`src/rtl/dual_pwm8_pkg.sv`:
```
package dual_pwm8_pkg;
  localparam int DATA_W = 8;
  localparam int ADDR_W = 4;
  localparam int NUM_CH = 2;

  localparam logic [ADDR_W-1:0] ADDR_CTRL = 4'd0;
  localparam logic [ADDR_W-1:0] ADDR_PRSC = 4'd1;
  localparam logic [ADDR_W-1:0] ADDR_PER  = 4'd3;
  localparam logic [ADDR_W-1:0] ADDR_DUTY = 4'd5;
  localparam logic [ADDR_W-1:0] ADDR_CNT  = 4'd7;

  typedef struct packed {
    logic              run;
    logic              anyRun;
    logic              wrPer;
    logic              wrDuty;
    logic              wrCnt;
    logic [DATA_W-1:0] data;
    logic [DATA_W-1:0] prscLim;
  } chanCmd_t;
endpackage

```
`src/rtl/dual_pwm8_chan.sv`:
```
module dual_pwm8_chan
  import dual_pwm8_pkg::*;
(
  input  logic              clk,
  input  logic              rstN,
  input  chanCmd_t          cmd,
  output logic [DATA_W-1:0] cntQ,
  output logic [DATA_W-1:0] perBuf,
  output logic [DATA_W-1:0] dutyBuf,
  output logic              actQ
);
  logic [DATA_W-1:0] prscQ;
  logic [DATA_W-1:0] perAct;
  logic [DATA_W-1:0] dutyAct;
  logic              tick;
  logic              perHit;
  logic              stepUp;
  logic              dutyHit;
  logic [DATA_W-1:0] nextCnt;

  always_comb begin
    tick    = cmd.run && (prscQ >= cmd.prscLim);
    perHit  = (cntQ == perAct);
    nextCnt = perHit ? '0 : cntQ + 1'b1;
    stepUp  = (cntQ == '0) && (nextCnt == DATA_W'(1));
    dutyHit = (cntQ == dutyAct) && (dutyAct <= perAct);
  end

  always_ff @(posedge clk or negedge rstN) begin
    if (!rstN) begin
      prscQ   <= '0;
      cntQ    <= '0;
      perBuf  <= '0;
      dutyBuf <= '0;
      perAct  <= '0;
      dutyAct <= '0;
      actQ    <= 1'b0;
    end else begin
      if (!cmd.run || tick) prscQ <= '0;
      else                  prscQ <= prscQ + 1'b1;

      if (tick) begin
        cntQ <= nextCnt;
        if (stepUp)       actQ <= (dutyAct != '0);
        else if (dutyHit) actQ <= 1'b0;
        if (perHit) begin
          perAct  <= perBuf;
          dutyAct <= dutyBuf;
        end
      end else if (cmd.wrCnt && !cmd.anyRun) begin
        cntQ <= cmd.data;
        actQ <= 1'b0;
      end

      if (!cmd.anyRun) begin
        perAct  <= perBuf;
        dutyAct <= dutyBuf;
      end
      if (cmd.wrPer)  perBuf  <= cmd.data;
      if (cmd.wrDuty) dutyBuf <= cmd.data;
    end
  end

  // a match with the period clears the counter on the advance
  a_r3_period_clear: assert property (@(posedge clk) disable iff (!rstN)
    (tick && cntQ == perAct) |=> (cntQ == '0));

  // compare values do not move while running, except at a period clear
  a_r7_shadow_hold: assert property (@(posedge clk) disable iff (!rstN)
    (cmd.anyRun && !(tick && perHit)) |=> ($stable(perAct) && $stable(dutyAct)));

  // a counter write while running leaves the count alone
  a_r9_cnt_protect: assert property (@(posedge clk) disable iff (!rstN)
    (cmd.wrCnt && cmd.anyRun && !tick) |=> $stable(cntQ));

  // with a zero duty value the channel never becomes active
  a_r6_zero_duty: assert property (@(posedge clk) disable iff (!rstN)
    (dutyAct == '0 && !actQ) |=> !actQ);

  // the active state only starts on a 00h-to-01h advance
  a_r4_rise_at_step: assert property (@(posedge clk) disable iff (!rstN)
    $rose(actQ) |-> ($past(tick) && $past(cntQ) == '0));
endmodule

```
`src/rtl/dual_pwm8_ctrl.sv`:
```
module dual_pwm8_ctrl
  import dual_pwm8_pkg::*;
(
  input  logic                            clk,
  input  logic                            rstN,
  input  logic                            wrEn,
  input  logic [ADDR_W-1:0]               addr,
  input  logic [DATA_W-1:0]               wrData,
  input  logic [NUM_CH-1:0][DATA_W-1:0]   cntIn,
  input  logic [NUM_CH-1:0][DATA_W-1:0]   perIn,
  input  logic [NUM_CH-1:0][DATA_W-1:0]   dutyIn,
  output chanCmd_t [NUM_CH-1:0]           cmd,
  output logic [NUM_CH-1:0]               polQ,
  output logic [DATA_W-1:0]               rdData
);
  logic [NUM_CH-1:0]             runQ;
  logic [NUM_CH-1:0][DATA_W-1:0] prscQ;

  always_ff @(posedge clk or negedge rstN) begin
    if (!rstN) begin
      runQ  <= '0;
      polQ  <= '0;
      prscQ <= '0;
    end else if (wrEn) begin
      if (addr == ADDR_CTRL) begin
        runQ <= wrData[NUM_CH-1:0];
        polQ <= wrData[2*NUM_CH-1:NUM_CH];
      end
      for (int c = 0; c < NUM_CH; c++)
        if (addr == ADDR_PRSC + ADDR_W'(c)) prscQ[c] <= wrData;
    end
  end

  for (genvar c = 0; c < NUM_CH; c++) begin : g_cmd
    always_comb begin
      cmd[c].run     = runQ[c];
      cmd[c].anyRun  = |runQ;
      cmd[c].wrPer   = wrEn && (addr == ADDR_PER  + ADDR_W'(c));
      cmd[c].wrDuty  = wrEn && (addr == ADDR_DUTY + ADDR_W'(c));
      cmd[c].wrCnt   = wrEn && (addr == ADDR_CNT  + ADDR_W'(c));
      cmd[c].data    = wrData;
      cmd[c].prscLim = prscQ[c];
    end
  end

  always_comb begin
    rdData = '0;
    if (addr == ADDR_CTRL) rdData = DATA_W'({polQ, runQ});
    for (int c = 0; c < NUM_CH; c++) begin
      if (addr == ADDR_PRSC + ADDR_W'(c)) rdData = prscQ[c];
      if (addr == ADDR_PER  + ADDR_W'(c)) rdData = perIn[c];
      if (addr == ADDR_DUTY + ADDR_W'(c)) rdData = dutyIn[c];
      if (addr == ADDR_CNT  + ADDR_W'(c)) rdData = cntIn[c];
    end
  end
endmodule

```
`src/rtl/dual_pwm8.sv`:
```
module dual_pwm8
  import dual_pwm8_pkg::*;
(
  input  logic              clk,
  input  logic              rstN,
  input  logic              wrEn,
  input  logic [ADDR_W-1:0] addr,
  input  logic [DATA_W-1:0] wrData,
  output logic [DATA_W-1:0] rdData,
  output logic [NUM_CH-1:0] pwmOut
);
  chanCmd_t [NUM_CH-1:0]         cmd;
  logic [NUM_CH-1:0]             polQ;
  logic [NUM_CH-1:0]             actQ;
  logic [NUM_CH-1:0][DATA_W-1:0] cntQ;
  logic [NUM_CH-1:0][DATA_W-1:0] perBuf;
  logic [NUM_CH-1:0][DATA_W-1:0] dutyBuf;

  dual_pwm8_ctrl u_ctrl (
    .clk(clk), .rstN(rstN), .wrEn(wrEn), .addr(addr), .wrData(wrData),
    .cntIn(cntQ), .perIn(perBuf), .dutyIn(dutyBuf),
    .cmd(cmd), .polQ(polQ), .rdData(rdData)
  );

  for (genvar c = 0; c < NUM_CH; c++) begin : g_ch
    dual_pwm8_chan u_chan (
      .clk(clk), .rstN(rstN), .cmd(cmd[c]),
      .cntQ(cntQ[c]), .perBuf(perBuf[c]), .dutyBuf(dutyBuf[c]), .actQ(actQ[c])
    );
    assign pwmOut[c] = actQ[c] ^ polQ[c];
  end
endmodule

```
`config.mk`:
```
export PLATFORM = sky130hd
export DESIGN_NAME = dual_pwm8
export DESIGN_NICKNAME = d
export VERILOG_FILES = /design/src/rtl/dual_pwm8_pkg.sv /design/src/rtl/dual_pwm8_chan.sv /design/src/rtl/dual_pwm8_ctrl.sv /design/src/rtl/dual_pwm8.sv
export SDC_FILE = /design/constraint.sdc
export NUM_CORES = 1
export LEC_CHECK = 0
export ABC_CLOCK_PERIOD_IN_PS = 6000
export BUFFER_PORTS_ARGS = -buffer_cell sky130_fd_sc_hd__buf_4
export CORE_MARGIN = 2
export CORE_UTILIZATION = 63
export DETAILED_ROUTE_END_ITERATION = 16
export PLACE_DENSITY = 0.81
export SKIP_CTS_REPAIR_TIMING = 1
export SYNTH_ARGS = -nofsm -noshare
export SYNTH_HDL_FRONTEND = slang
export SYNTH_SLANG_ARGS = --single-unit
```
`constraint.sdc`:
```
create_clock -name clk -period 6 [get_ports clk]
set_input_delay 1.2 -clock clk [delete_from_list [all_inputs] [get_ports clk]]
set_output_delay 1.2 -clock clk [all_outputs]
set_load 0.02 [all_outputs]
```
* Yosys cells after proc, flatten, opt, wreduce, memory -nomap -nowiden
Index checks and enable logic that the tools add are counted.
Word-level totals: bits of input ports 15, output and inout port bits 10, flip-flop bits (word level) 118, word-level logic and storage cells 119
Cells by class: add/sub/neg operators 4, bitwise gates (word level) 2, reduce and logical (&&, ||, !) cells 34, multiplexer cells 37, equality and inequality tests 20, $lt $le $gt $ge 4
Operators with widths (count):
- 8-bit 2-to-1 mux | 28
- 8-bit by 1-bit adder with 8-bit output, second input constant | 4
- 8-bit == test | 4
- 4-bit by 3-bit == test with 1-bit output, second input constant | 4
- 8-bit by 1-bit == test with 1-bit output, second input constant | 2
- 8-bit greater-or-equal comparator | 2
- 8-bit <= comparator | 2
- 8-bit zero test | 2
- 8-bit nonzero test | 2
- 1-bit logical AND | 14
- 2-bit AND reduction | 7
- 4-bit by 2-bit == test with 1-bit output, second input constant | 2
- 1-bit 2-to-1 mux | 8
- 3-bit inequality test, second input constant | 2
- 4-bit by 1-bit == test with 1-bit output, second input constant | 1
- 4-bit == test, second input constant | 1
- 4-bit zero test | 1
- 4-bit 2-to-1 mux | 1
- 2-bit by 1-bit inequality test with 1-bit output, second input constant | 2
- 2-bit inequality test, second input constant | 2
- 2-bit nonzero test | 2
- 1-bit zero test | 3
- 1-bit logical OR | 2
- 2-bit OR reduction | 1
- 1-bit XOR | 2

* Logic depth before layout (Yosys ltp)
word-level depth 10, depth in mapped cells 9, depth with buffers taken out 8

* Cells and area by module
Synthesis repeated with hierarchy kept, for this count alone.
Second synthesis, totals: cell total of the unflattened synthesis 707, area, all modules 7591.0 um^2
Modules (own cells, without submodules):
- dual_pwm8_chan | cells each 257, sequential area each 1226.2 um^2, area each 2881.5 um^2, instances 2
- dual_pwm8_ctrl | cells each 191, sequential area each 500.5 um^2, area each 1810.5 um^2, instances 1
- dual_pwm8 | cells each 2, sequential area each 0.0 um^2, area each 17.5 um^2, instances 1

* Worst setup path after synthesis
OpenSTA, ideal clock, no wires.
path kind input to output, start point in addr[0], end point out rdData[4], data required time 4800 ps, stages on the path 7, setup slack 2277 ps, arrival 2523 ps, path buffers 2, cell sequence buf_6 and2_1 clkbuf_1 nand2_1 o21ai_0 a21oi_1 o31ai_1
Between the ends: cells in the longest elaborated chain, start to end 9, elaborated cells between the ends (all ways) 16, classes of those cells 8 x eq/ne; 8 x mux
Ends and longest elaborated chain:
- from (decl) | RTL line dual_pwm8.sv:7 | input logic [ADDR_W-1:0] addr,
- 4-bit by 1-bit == test with 1-bit output | RTL line dual_pwm8_ctrl.sv:50 | if (addr == ADDR_PRSC + ADDR_W'(c)) rdData = prscQ[c];
- 8-bit 2-to-1 mux | RTL line dual_pwm8_ctrl.sv:50
- 8-bit 2-to-1 mux | RTL line dual_pwm8_ctrl.sv:51 | if (addr == ADDR_PER + ADDR_W'(c)) rdData = perIn[c];
- 8-bit 2-to-1 mux | RTL line dual_pwm8_ctrl.sv:52 | if (addr == ADDR_DUTY + ADDR_W'(c)) rdData = dutyIn[c];
- 8-bit 2-to-1 mux | RTL line dual_pwm8_ctrl.sv:53 | if (addr == ADDR_CNT + ADDR_W'(c)) rdData = cntIn[c];
- 8-bit 2-to-1 mux | RTL line dual_pwm8_ctrl.sv:50
- 8-bit 2-to-1 mux | RTL line dual_pwm8_ctrl.sv:51
- 8-bit 2-to-1 mux | RTL line dual_pwm8_ctrl.sv:52
- 8-bit 2-to-1 mux (*) | RTL line dual_pwm8_ctrl.sv:53
- to (decl) | RTL line dual_pwm8.sv:9 | output logic [DATA_W-1:0] rdData,
Mark *: on every way between the ends. The rest lies on a longest branch, timed or not.

* Worst setup path in the final report
start point in addr[0], end point out rdData[6]
The elaborated chain is that of the path after synthesis.

==> metrics <==
status completed; first-pass GRT wire length 28.3 mm; vias in the first global route 5298; synthesized area per cell roughly 11 sq um; Clock Skew 0.00883 ns; Area after DPL about 7100 sq um; core area about 11000 sq um; Final TNS setup 0 ns; setup ws final 2.16 ns; switching part of the total 35.1%; Final setup viols 0; Worst-path clk slew 0.06 ns; delay of the slowest cell on the worst path 0.31 ns; most frequent cell after synthesis dfrtp_1; Slew @ Worst Pin 0.885 ns; unrepaired setup endpoints after global routing no; Peak VDD IR 281 uV; critical path arrival between 2 and 3 ns; share of cells above drive strength 1 22.4%; register bit total from synthesis 118; Die ar. 11900 sq um; Synth Instances 645; Int Power between 2 and 2.5 mW; Max FO, Critical Path 17; Achievable Freq 261 MHz; Die Span Y 109 um; Yosys cell types 52; Warnings, synthesis 0; routability cong. 0.911; Avg WL per Cell approximately 22 um; CTS tree yes; Post-synth top flop dfrtp_1; fin. max-slew vios 0; cell family with most CP delay compound AO/OA/AOI/OAI gates; sequential share of power 39.4%; DRT Pass-1 Iters 5; Post-Synthesis Net Count about 700; Synth area leaders dfrtp_1, mux2_2, ha_1, mux2_4, xnor2_1; Antenna Cells 0; initial antenna violation count 0; Pwr Density 472 nW/um^2; via count ~5200; number of synthesized flops with an enable pin 0; WP data required approximately 4.8 ns; Fin. Hold Viols 0; post-synthesis sequential area ratio 42.3%; CTS buffer count 17; Final HPWL DP ~12 mm; CP Class in2out; largest net degree at the start of global routing 70; clock sinks between 100 and 150; Residual DRC 0; total routed wirelength 17.8 mm; IO buf count 24; ys async rst share 100%; H-tree depth 4; clock tree buffer depth 2; Detail Route Antenna Nets 0; Final Cell Area 7750 sq um; post-synth top area share 42.3%; drt via density 6.50; most common library cells after synthesis dfrtp_1, mux2_2, inv_1; maxcap violations 0; clock power share 29.9%; clk_lat worst skew 0.54 ns; Worst Setup End Kind primary output; Mapped Area 6980 sq um; Final period util 64.0%; Buf/Inv on CP 3; fin crit period roughly 3.8 ns; Rows 38; Critical Path, Cell by Cell buf_4, inv_1, nor2_1, a221oi_1, a21oi_1, a21oi_1, o31ai_1, buf_4; Initial Util 64.4%; relative slew slack 41.0%; area growth from synthesis to layout 11.1%; slowest library cell on the worst path o31ai_1; Remaining Overflow, GRT 0; final net count 704; Startpoint Class input port; Min-Delay Path Class reg2reg; Sw Pwr 1.28 mW; DRT iter0 DRCs 524; Root Driver clkbuf_8; leak pwr 3.59 nW; combinational share of power 30.7%; Die Span X 109 um; IO Count 25; pre-CTS WS 2.20 ns; Synth area leader dfrtp_1; total track usage 32.3%
worst paths after layout:
check | slack (ns) | startpoint | cells past startpoint | to
setup reg to reg | 3.43 | g_ch[1].u_chan.prscQ[2] | 6 | g_ch[1].u_chan.perAct[0]
min in group asynchronous | 0.78 | rstN | 1 | g_ch[1].u_chan.cntQ[2]
max in group asynchronous | 4.06 | rstN | 2 | u_ctrl.cmd[3]
hold reg to reg | 0.54 | u_ctrl.cmd[26] | 1 | u_ctrl.cmd[26]
setup / recovery | 2.16 | addr[0] | 8 | rdData[6]
hold / removal | 0.54 | u_ctrl.cmd[26] | 1 | u_ctrl.cmd[26]
placed cells by master (no fill, tap or decap), types with 4 or more instances in the layout:
cell type	count
dfrtp_1	118
mux2_2	67
inv_1	44
ha_1	38
nor2_1	31
nand2_1	28
o21ai_0	27
xnor2_1	26
buf_4	25
nand3_1	22
xor2_1	20
mux2_4	17
a21oi_1	16
clkbuf_16	16
o22ai_1	15
and3_1	14
mux2i_1	14
a221o_1	13
nand4_1	11
nor4_1	10
nor3b_1	8
a21o_1	7
o211ai_1	7
o31ai_1	5
bufinv_16	5
nand2b_1	4
and2_1	4
a222oi_1	4
o21a_1	4
clkbuf_1	4
registers in the layout, summed over array words and instances (netlist names):
signal / count
g_ch.u_chan.cntQ: 16
g_ch.u_chan.dutyAct: 16
g_ch.u_chan.dutyBuf: 16
g_ch.u_chan.perAct: 16
g_ch.u_chan.perBuf: 16
g_ch.u_chan.prscQ: 16
u_ctrl.cmd: 16
g_ch.u_chan.actQ: 2
u_ctrl.polQ: 2
u_ctrl.runQ: 2
worst register-to-register path: stages, from the launching register on:
cell      delay, ns
dfrtp_1        0.43
ha_1           0.31
a21o_1         0.18
a31oi_1        0.28
o211ai_2       0.25
a31oi_4        0.59
mux2_2         0.41
logic make-up (layout without fill, tap and decap cells):
| group | Yosys count | after routing | synth area share, % |
|---|---|---|---|
| mux | 99 | 99 | 16.8 |
| xor+xnor | 46 | 46 | 5.77 |
| flops | 118 | 118 | 42.3 |
| buf+inv | 82 | 101 | 5.49 |
| compound gates | 112 | 112 | 11.3 |
| fa+ha+maj | 38 | 38 | 6.81 |
| simple gates | 150 | 150 | 11.5 |
final cells by class:
cell class | count | area (sq um)
Multi-Input combinational cell | 445 | 3640
Inverter | 44 | 165
Clock buffer | 23 | 457
Fill cell | 771 | 3090
Timing Repair Buffer | 25 | 188
Sequential cell | 118 | 2950
Tap cell | 140 | 175
Clock inverter | 9 | 173
layer usage:
layer	share of wire (%)	up-vias	GRT usage, %	wire length (um)
li1	-	2327	-	-
met1	41	2605	44.0	7350
met2	48	250	51.2	8560
met3	7.9	44	6.22	1400
met4	2.7	0	12.9	478
met5	0	-	0	0
stage by stage:
| step | cells | util, % | hold WS [ns] | power (mW) |
|---|---|---|---|---|
| 4_1_cts | 804 | 71.5 | 0.540 | 3.65 |
| 6_report | 804 | 71.5 | 0.537 | 3.66 |
| 3_5_place_dp | 772 | 65.7 | 0.524 | 2.53 |
| 3_3_place_gp | 772 | 65.7 | 0.513 | 2.45 |
| 5_1_grt | 804 | 71.5 | 0.558 | 3.84 |
| 2_1_floorplan | 645 | - | 0.485 | 2.20 |
power by group through the flow:
stage,registers (mW),clock network (mW),logic [mW]
6_report,1.44,1.09,1.12
5_1_grt,1.47,1.13,1.24
4_1_cts,1.43,1.10,1.12
3_5_place_dp,1.44,0,1.09
3_3_place_gp,1.43,0,1.02
2_1_floorplan,1.22,0,0.984
No activity file was read; power rests on OpenSTA's default activity.
